## config.mk

```make
export PLATFORM = sky130hd
export DESIGN_NAME = booth_mul_r4
export DESIGN_NICKNAME = d
export VERILOG_FILES = /design/src/rtl/booth_mul_pkg.sv /design/src/rtl/booth_recoder.sv /design/src/rtl/booth_ppgen.sv /design/src/rtl/booth_sum.sv /design/src/rtl/booth_mul_r4.sv
export SDC_FILE = /design/constraint.sdc
export NUM_CORES = 1
export LEC_CHECK = 0
export ABC_CLOCK_PERIOD_IN_PS = 1000
export BUFFER_PORTS_ARGS = -buffer_cell sky130_fd_sc_hd__buf_4
export CORE_ASPECT_RATIO = 0.7
export CORE_MARGIN = 2
export CORE_UTILIZATION = 45
export CTS_CLUSTER_DIAMETER = 60
export DETAILED_ROUTE_END_ITERATION = 7
export PLACE_DENSITY = 0.71
export SKIP_LAST_GASP = 1
export SYNTH_ARGS = -nofsm -noshare
export SYNTH_HDL_FRONTEND = slang
export SYNTH_SLANG_ARGS = --single-unit
```

## constraint.sdc

```tcl
create_clock -name clk -period 1 [get_ports clk]
set_input_delay 0.2 -clock clk [delete_from_list [all_inputs] [get_ports clk]]
set_output_delay 0.2 -clock clk [all_outputs]
set_load 0.01 [all_outputs]
```

## src/rtl/booth_mul_pkg.sv

```systemverilog
`timescale 1ns/1ps
package booth_mul_pkg;

  // Selection for one radix-4 digit; encoding is internal only.
  typedef enum logic [2:0] {
    DIG_ZERO = 3'd0,
    DIG_POS1 = 3'd1,
    DIG_POS2 = 3'd2,
    DIG_NEG1 = 3'd5,
    DIG_NEG2 = 3'd6
  } digit_e;

  // Window bits {hi, mid, lo} = A(2k+1), A(2k), A(2k-1).
  function automatic digit_e recode_window(input logic [2:0] win);
    digit_e d;
    case (win)
      3'b001, 3'b010: d = DIG_POS1;
      3'b011:         d = DIG_POS2;
      3'b100:         d = DIG_NEG2;
      3'b101, 3'b110: d = DIG_NEG1;
      default:        d = DIG_ZERO;
    endcase
    return d;
  endfunction

  // Numeric value of a digit, used by checks.
  function automatic int digit_value(input digit_e d);
    int v;
    case (d)
      DIG_POS1: v = 1;
      DIG_POS2: v = 2;
      DIG_NEG1: v = -1;
      DIG_NEG2: v = -2;
      default:  v = 0;
    endcase
    return v;
  endfunction

endpackage

```

## src/rtl/booth_recoder.sv

```systemverilog
`timescale 1ns/1ps
module booth_recoder
  import booth_mul_pkg::*;
#(
  parameter int MP_W = 8
) (
  input  logic [MP_W-1:0] mplier,
  output digit_e          digit [MP_W/2]
);
  localparam int NGRP = MP_W / 2;

  // Zero appended below the LSB (bit position -1).
  logic [MP_W:0] padded;
  assign padded = {mplier, 1'b0};

  for (genvar k = 0; k < NGRP; k++) begin : g_win
    assign digit[k] = recode_window(padded[2*k+2 : 2*k]);
  end

  // the weighted digit sum must rebuild the signed multiplier.
  always_comb begin
    longint acc;
    acc = 0;
    for (int k = 0; k < NGRP; k++) begin
      acc = acc + (longint'(digit_value(digit[k])) <<< (2 * k));
    end
    assert_recode_value_R2 : assert (acc == longint'($signed(mplier)));
  end

endmodule

```

## src/rtl/booth_ppgen.sv

```systemverilog
`timescale 1ns/1ps
module booth_ppgen
  import booth_mul_pkg::*;
#(
  parameter int MC_W = 8,
  parameter int MP_W = 8
) (
  input  logic [MC_W-1:0]      mcand,
  input  digit_e               digit [MP_W/2],
  output logic [MC_W+MP_W-1:0] pp    [MP_W/2]
);
  localparam int NGRP = MP_W / 2;
  localparam int PW   = MC_W + MP_W;

  // Multiples formed once at full product width.
  logic [PW-1:0] b_pos1, b_pos2, b_neg1, b_neg2;
  assign b_pos1 = {{MP_W{mcand[MC_W-1]}}, mcand};
  assign b_pos2 = b_pos1 << 1;
  assign b_neg1 = -b_pos1;
  assign b_neg2 = -b_pos2;

  for (genvar k = 0; k < NGRP; k++) begin : g_pp
    logic [PW-1:0] chosen;
    always_comb begin
      case (digit[k])
        DIG_POS1: chosen = b_pos1;
        DIG_POS2: chosen = b_pos2;
        DIG_NEG1: chosen = b_neg1;
        DIG_NEG2: chosen = b_neg2;
        default:  chosen = '0;
      endcase
    end
    // Weight 4^k.
    assign pp[k] = chosen << (2 * k);
  end

endmodule

```

## src/rtl/booth_sum.sv

```systemverilog
`timescale 1ns/1ps
module booth_sum #(
  parameter int PW   = 16,
  parameter int NGRP = 4
) (
  input  logic [PW-1:0] pp [NGRP],
  output logic [PW-1:0] total
);
  always_comb begin
    total = '0;
    for (int k = 0; k < NGRP; k++) begin
      total = total + pp[k];
    end
  end
endmodule

```

## src/rtl/booth_mul_r4.sv

```systemverilog
`timescale 1ns/1ps
module booth_mul_r4
  import booth_mul_pkg::*;
#(
  parameter int MC_W = 8,
  parameter int MP_W = 8
) (
  input  logic                 clk,
  input  logic                 rst_n,
  input  logic                 in_valid,
  input  logic [MP_W-1:0]      in_a,
  input  logic [MC_W-1:0]      in_b,
  output logic                 out_valid,
  output logic [MC_W+MP_W-1:0] out_product
);
  localparam int NGRP = MP_W / 2;
  localparam int PW   = MC_W + MP_W;

  digit_e        digit_w [NGRP];
  logic [PW-1:0] pp_w    [NGRP];
  logic [PW-1:0] sum_w;

  booth_recoder #(.MP_W(MP_W)) u_recoder (
    .mplier (in_a),
    .digit  (digit_w)
  );

  booth_ppgen #(.MC_W(MC_W), .MP_W(MP_W)) u_ppgen (
    .mcand (in_b),
    .digit (digit_w),
    .pp    (pp_w)
  );

  booth_sum #(.PW(PW), .NGRP(NGRP)) u_sum (
    .pp    (pp_w),
    .total (sum_w)
  );

  always_ff @(posedge clk or negedge rst_n) begin
    if (!rst_n) begin
      out_valid   <= 1'b0;
      out_product <= '0;
    end else begin
      out_valid <= in_valid;
      if (in_valid) out_product <= sum_w;
    end
  end

  // Behavioural product, used only by the assertions.
  logic [PW-1:0] ref_w;
  assign ref_w = $signed({{MC_W{in_a[MP_W-1]}}, in_a}) *
                 $signed({{MP_W{in_b[MC_W-1]}}, in_b});

  assert_product_R1 : assert property (@(posedge clk) disable iff (!rst_n)
    in_valid |=> out_product == $past(ref_w));

  assert_valid_follows_R6 : assert property (@(posedge clk) disable iff (!rst_n)
    in_valid |=> out_valid);

  assert_no_spurious_valid_R6 : assert property (@(posedge clk) disable iff (!rst_n)
    !in_valid |=> !out_valid);

  assert_hold_idle_R7 : assert property (@(posedge clk) disable iff (!rst_n)
    !in_valid |=> $stable(out_product));

  assert_zero_operand_R9 : assert property (@(posedge clk) disable iff (!rst_n)
    (in_valid && (in_a == '0 || in_b == '0)) |=> out_product == '0);

endmodule

```

; ---- Word-level counts from Yosys, hierarchy flattened
; Index checks and enable logic that the tools add are counted.
[totals]
word_cells = 58
ff_bits = 17
in_bits = 19
output_inout_bits = 17
[op_classes]
n_eq_ne = 37
mux = 8
add_sub_neg = 5
n_reduce_logical = 6
[ops]
columns = cell, n
row1 = 16-bit one-hot mux with 4 select lines, 1
row2 = 14-bit one-hot mux with 4 select lines, 1
row3 = "3-bit == test, second input constant", 17
row4 = 16-bit adder, 3
row5 = 12-bit one-hot mux with 4 select lines, 1
row6 = 10-bit one-hot mux with 4 select lines, 1
row7 = 3-bit one-hot mux with 4 select lines, 3
row8 = 16-bit negation, 2
row9 = "3-bit by 2-bit == test with 1-bit output, second input constant", 10
row10 = "3-bit by 1-bit == test with 1-bit output, second input constant", 7
row11 = 2-bit OR reduction, 6
row12 = 3-bit one-hot mux with 3 select lines, 1
row13 = "2-bit == test, second input constant", 2
row14 = "2-bit by 1-bit == test with 1-bit output, second input constant", 1

; ---- Depth between registers and ports, before layout
[depth]
ltp_word = 8
depth_mapped = 23
ltp_nobuf = 20

; ---- Modules after synthesis
; Synthesis repeated with hierarchy kept, for this count alone.
[hier_totals]
hier_cells = 449
hier_area_um2 = 3677.3
[modules_own_cells]
columns = module, seq_area_each_um2, cells_each, area_each_um2, n_inst
row1 = booth_sum, 0.0, 199, 1594.0, 1
row2 = booth_ppgen, 0.0, 197, 1298.7, 1
row3 = booth_mul_r4, 425.4, 35, 674.4, 1
row4 = booth_recoder, 0.0, 18, 110.1, 1

; ---- Worst setup path after synthesis
; OpenSTA, ideal clock, no wires.
[synth_timing]
path_type = input-to-reg
from = input port in_b[2]
to = register out_product[15]
setup_ps = 138
path_buffers = 1
required_ps = 862
slack_ps = -3696
stages = 21
arrival_time_ps = 4558
cell_sequence = buf_6 > or4_4 > or4_1 > ha_1 > inv_1 > a21oi_1 > nor2_1 > a21oi_1 > a21oi_1 > fa_1 > inv_1 > fa_1 > inv_1 > ha_1 > a21o_1 > a21oi_1 > o31ai_1 > o31ai_1 > xnor2_1 > xnor2_1 > a21oi_1
[synth_between]
elab_chain_len = 5
elab_cells_between_ends = 9
classes_between = add/sub (5) / mux (4)
[synth_lines]
columns = item, line
row1 = from (decl), booth_mul_r4.sv:12  ; input logic [MC_W-1:0] in_b,
row2 = 16-bit negation (on tied branches), "booth_ppgen.sv:19, booth_ppgen.sv:20"
row3 = 16-bit one-hot mux with 4 select lines / 14-bit one-hot mux with 4 select lines (equally long branches), booth_ppgen.sv:25  ; case (digit[k])
row4 = 16-bit adder (2 in a row), booth_sum.sv:12  ; total = total + pp[k];
row5 = 16-bit adder *, booth_sum.sv:12
row6 = to (signal assigned), booth_mul_r4.sv:45  ; if (in_valid) out_product <= sum_w;
row7 = to (decl), booth_mul_r4.sv:14  ; output logic [MC_W+MP_W-1:0] out_product
; Mark *: on every way between the ends. The rest lies on a longest branch, timed or not.
; A chain may end at the register's enable or synchronous reset.

; ---- Worst setup path after layout
[layout_timing]
from = input port in_b[5]
to = register out_product[15]
; Same word-level chain as after synthesis.

==> run_summary.xml <==
<?xml version="1.0" encoding="UTF-8"?>
<metrics>
  <group name="die">
    <metric name="num_rows" unit="">26</metric>
    <metric name="design.die.area" unit="mm^2">0.00813</metric>
    <metric name="dieHeight" unit="um">76.0</metric>
    <metric name="core_area" unit="mm^2">0.00725</metric>
    <metric name="effective_utilization_at_floorplan" unit="%">46.0</metric>
    <metric name="num_io_pins" unit="">36</metric>
    <metric name="die_x" unit="um">107</metric>
  </group>
  <group name="yosys">
    <metric name="synthesis.instances" unit="">434</metric>
    <metric name="synth-seq-area-share" unit="%">12.7</metric>
    <metric name="post_synthesis_sequential_element_count" unit="">17</metric>
    <metric name="synth-async-reset-ratio" unit="%">100</metric>
    <metric name="synth_cell_types" unit="">53</metric>
    <metric name="synth.avg_cell_area" unit="um^2">7.69</metric>
    <metric name="post_synth_instance_area" unit="mm^2">0.00334</metric>
    <metric name="ys.warnings.count" unit="">0</metric>
    <metric name="synth_edf_count" unit="">0</metric>
    <metric name="synth_top_flop_cell" unit="">dfrtp_1</metric>
    <metric name="synth_nets" unit="">496</metric>
  </group>
  <group name="setup_path">
    <metric name="setup.worst_path.end_class" unit="">flop</metric>
    <metric name="worstPathRequired" unit="ns">1.14</metric>
    <metric name="cpPeakStageDelay" unit="ns">0.54</metric>
    <metric name="worst-r2r-cell-count" unit="">2</metric>
    <metric name="cp_data_arrival_time" unit="ns">4.56</metric>
    <metric name="start_kind" unit="">primary input</metric>
    <metric name="critical-path-top-delay-family" unit="">adder cells</metric>
    <metric name="critical_path_buf_inv_count" unit="">4</metric>
    <metric name="critical_path_class" unit="">in2reg</metric>
    <metric name="timing.rr.start" unit="">out_product[12]</metric>
    <metric name="path_common_cell" unit="">a21oi_2</metric>
    <metric name="path_cells" unit="">buf_6 -&gt; or4_4 -&gt; or4_4 -&gt; ha_4 -&gt; inv_4 -&gt; a21oi_4 -&gt; nor2_2 -&gt; a21oi_2 -&gt; a21oi_2 -&gt; fa_1 -&gt; inv_1 -&gt; fa_1 -&gt; inv_2 -&gt; ha_4 -&gt; a21o_1 -&gt; a21oi_2 -&gt; o31ai_4 -&gt; o31ai_2 -&gt; xnor2_1 -&gt; xnor2_1 -&gt; a21oi_1</metric>
    <metric name="r2r_end" unit="">out_product[12]</metric>
    <metric name="r2r_setup_slack" unit="ns">0.10</metric>
    <metric name="timing.critical_path.slowest_stage_cell" unit="">fa_1</metric>
    <metric name="highest_net_fanout_along_the_worst_path" unit="">4</metric>
  </group>
  <group name="clock_network">
    <metric name="clockBufferDepth" unit="">2</metric>
    <metric name="clock_tree.root_cell" unit="">clkbuf_8</metric>
    <metric name="clock_sink_count" unit="">17</metric>
    <metric name="tritoncts" unit="">done</metric>
    <metric name="htree_num_levels" unit="">1</metric>
    <metric name="cts-buffers-inserted" unit="">3</metric>
    <metric name="cts.reportedPaths.clkPinSlew" unit="ns">0.07</metric>
    <metric name="clk-insertion-delay-late" unit="ns">0.25</metric>
  </group>
  <group name="final_layout">
    <metric name="layout.area.seq" unit="um^2">425</metric>
    <metric name="fillerInstances" unit="">545</metric>
    <metric name="finalNonFillerCells" unit="">671</metric>
    <metric name="commonest_non_fill_non_tap_cell_in_the_layout" unit="">buf_4</metric>
    <metric name="post_route_cells_drive_above_1_share" unit="%">47.3</metric>
    <metric name="number_of_diodes" unit="">0</metric>
    <metric name="most-common-layout-cells" unit="">140 x buf_4, 38 x nand2_1, 35 x inv_1</metric>
    <metric name="area_of_the_multi_input_gates" unit="mm^2">0.00314</metric>
    <metric name="flow.area_growth_from_synthesis" unit="%">59.0</metric>
    <metric name="nets" unit="">636</metric>
  </group>
  <group name="placement">
    <metric name="place.port_buffers" unit="">35</metric>
    <metric name="place_hpwl" unit="um">8450</metric>
    <metric name="dpl.cell_count" unit="">644</metric>
    <metric name="gp_congestion" unit="">0.969</metric>
  </group>
  <group name="timing">
    <metric name="grt_setup_unrepaired" unit="">yes</metric>
    <metric name="finalHoldWorstSlack" unit="ns">0.233</metric>
    <metric name="setup-violations-final" unit="">15</metric>
    <metric name="max_slew.worst_pin.slew" unit="ns">0.439</metric>
    <metric name="finalClockSkew" unit="ns">0</metric>
    <metric name="tcrit_tclk_final" unit="%">443</metric>
    <metric name="period_needed" unit="ns">4.43</metric>
    <metric name="maxSlewViolCount" unit="">0</metric>
    <metric name="timing.slew.headroom" unit="%">70.7</metric>
    <metric name="post-route-worst-setup-slack" unit="ns">-3.43</metric>
    <metric name="fmax" unit="MHz">226</metric>
    <metric name="final_hold_viol_count" unit="">0</metric>
  </group>
  <group name="route">
    <metric name="wirelength" unit="um">11300</metric>
    <metric name="drt.antenna.violating_nets" unit="">0</metric>
    <metric name="avgRoutedWirePerCell" unit="um">16.8</metric>
    <metric name="drtPass1Iterations" unit="">5</metric>
    <metric name="post-route-drc-count" unit="">0</metric>
    <metric name="drt-initial-drc-count" unit="">338</metric>
    <metric name="vias_per_cell" unit="">5.58</metric>
    <metric name="vias" unit="">3742</metric>
  </group>
  <group name="global_route">
    <metric name="antenna_found_initial" unit="">0</metric>
    <metric name="grt_pass1_vias" unit="">3701</metric>
    <metric name="globalRouteTotalUtil" unit="%">27.9</metric>
    <metric name="first_pass_grt_wire_length" unit="um">18300</metric>
    <metric name="maximum_number_of_pins_on_one_net_before_global_route_repair" unit="">22</metric>
    <metric name="total_congestion_overflow" unit="">0</metric>
  </group>
  <group name="power_and_ir_drop">
    <metric name="cellLeakagePower" unit="nW">2.47</metric>
    <metric name="peakVddDrop" unit="uV">1090</metric>
    <metric name="power_per_cell_area" unit="mW/mm^2">1600</metric>
  </group>
  <group name="worst_hold_path">
    <metric name="timing.hold.worst.start" unit="">in_valid</metric>
    <metric name="hold-path-cell-count" unit="">1</metric>
    <metric name="min_to" unit="">out_valid</metric>
    <metric name="hold_class" unit="">in2reg</metric>
  </group>
  <group name="flow_run">
    <metric name="maxCapViolations" unit="">0</metric>
  </group>
  <group name="outcome">
    <metric name="outcome" unit="">complete, but fails checks</metric>
    <metric name="violations_in_the_final_reports" unit="">negative setup slack</metric>
  </group>
</metrics>
-- power by group --
group / total (mW) / leakage, nW / switching (mW) / internal [mW]
combinational: 6.82 / 2.25 / 3.10 / 3.72
clock: 0.520 / 0.0255 / 0.243 / 0.276
sequential: 1.15 / 0.201 / 0.182 / 0.971
-- synth_stat cells (all sizes together) (2+ instances only) --
| library cell | instances | area (um^2) |
|---|---|---|
| nand2 | 40 | 150 |
| inv | 45 | 169 |
| nand3b | 2 | 15.0 |
| a21oi | 36 | 180 |
| or4 | 2 | 18.8 |
| or2 | 2 | 12.5 |
| o21a | 3 | 22.5 |
| fa | 21 | 420 |
| nor3 | 8 | 45.0 |
| a31o | 2 | 17.5 |
| o211ai | 6 | 45.0 |
| o21ai | 28 | 140 |
| a22oi | 14 | 105 |
| o22ai | 2 | 12.5 |
| a31oi | 5 | 46.3 |
| mux2i | 9 | 90.1 |
| and3 | 2 | 12.5 |
| nor2 | 35 | 131 |
| nor3b | 2 | 20.0 |
| o21bai | 2 | 15.0 |
| nand3 | 7 | 40.0 |
| or3 | 3 | 18.8 |
| a22o | 2 | 17.5 |
| clkbuf | 26 | 97.6 |
| a21o | 8 | 60.1 |
| and2 | 2 | 12.5 |
| o31ai | 2 | 15.0 |
| xor2 | 14 | 123 |
| a221oi | 6 | 52.6 |
| dfrtp | 17 | 425 |
| nand2b | 3 | 18.8 |
| buf | 8 | 38.8 |
| xnor2 | 23 | 209 |
| ha | 22 | 275 |
| a211oi | 5 | 37.5 |
| mux2 | 12 | 135 |
-- worst max-delay path by stage --
stage                 start         endpoint  slack, ns  depth (start not counted)
floorplan           in_b[2]  out_product[15]      -3.46                         21
detailed placement  in_b[5]  out_product[15]      -3.77                         20
global route        in_b[5]  out_product[15]      -3.61                         21
finish              in_b[5]  out_product[15]      -3.43                         21
CTS                 in_b[5]  out_product[15]      -3.39                         21
global placement    in_b[5]  out_product[15]      -3.66                         21
-- per-layer routing --
layer	vias up	share of wire, %	GRT usage [%]
met2	123	46	44.6
met5	-	0	0
met4	0	0.90	2.08
met1	1824	46	40.8
li1	1783	-	-
met3	12	6.9	5.73
-- flip-flops by register name, indices dropped and copies added, names as in the netlist --
signal / flops
out_product: 16
out_valid: 1
-- worst register-to-register path, cell delays in order (launching register included) --
cell	delay, ns
dfrtp_1	0.39
buf_4	0.13
mux2_2	0.26
-- kinds of logic (layout without fill, tap and decap cells) --
| family | count (synthesis) | after routing | share of synthesized area, % |
|---|---|---|---|
| compound gates | 128 | 128 | 25.5 |
| xor+xnor | 37 | 37 | 9.94 |
| fa+ha+maj | 43 | 43 | 20.8 |
| buf+inv | 79 | 218 | 9.15 |
| flops | 17 | 17 | 12.7 |
| mux | 21 | 21 | 6.75 |
| simple gates | 109 | 109 | 15.0 |
-- through the flow --
step	total power, mW	utilization, %	setup TNS [ns]	worst slack (ns)	area (um^2)
detailed placement	6.44	64.0	-39.48	-3.77	4640
finish	8.49	73.1	-34.85	-3.43	5310
floorplan	4.48	-	-35.01	-3.46	3680
global route	9.17	73.1	-36.61	-3.61	5310
global placement	6.26	64.0	-38.75	-3.66	4640
CTS	7.83	69.2	-34.50	-3.39	5020
-- cell type report --
type                            instances  share of cell area (%)
Clock inverter                          1                  0.0943
Multi-Input combinational cell        338                    59.3
Clock buffer                            3                   0.778
Inverter                               45                    3.37
Tap cell                               98                    2.31
Timing Repair Buffer                  169                    26.2
Sequential cell                        17                    8.02
-- timing repair --
action,CTS,global route
buffers inserted,10,12
gates resized for setup,51,42
hold buffers,1,0
pin swaps,35,24
hold endpoints to repair,17,0
endpoints found under the setup margin,15,29
Note: power is estimated with default switching activity, not from simulation.
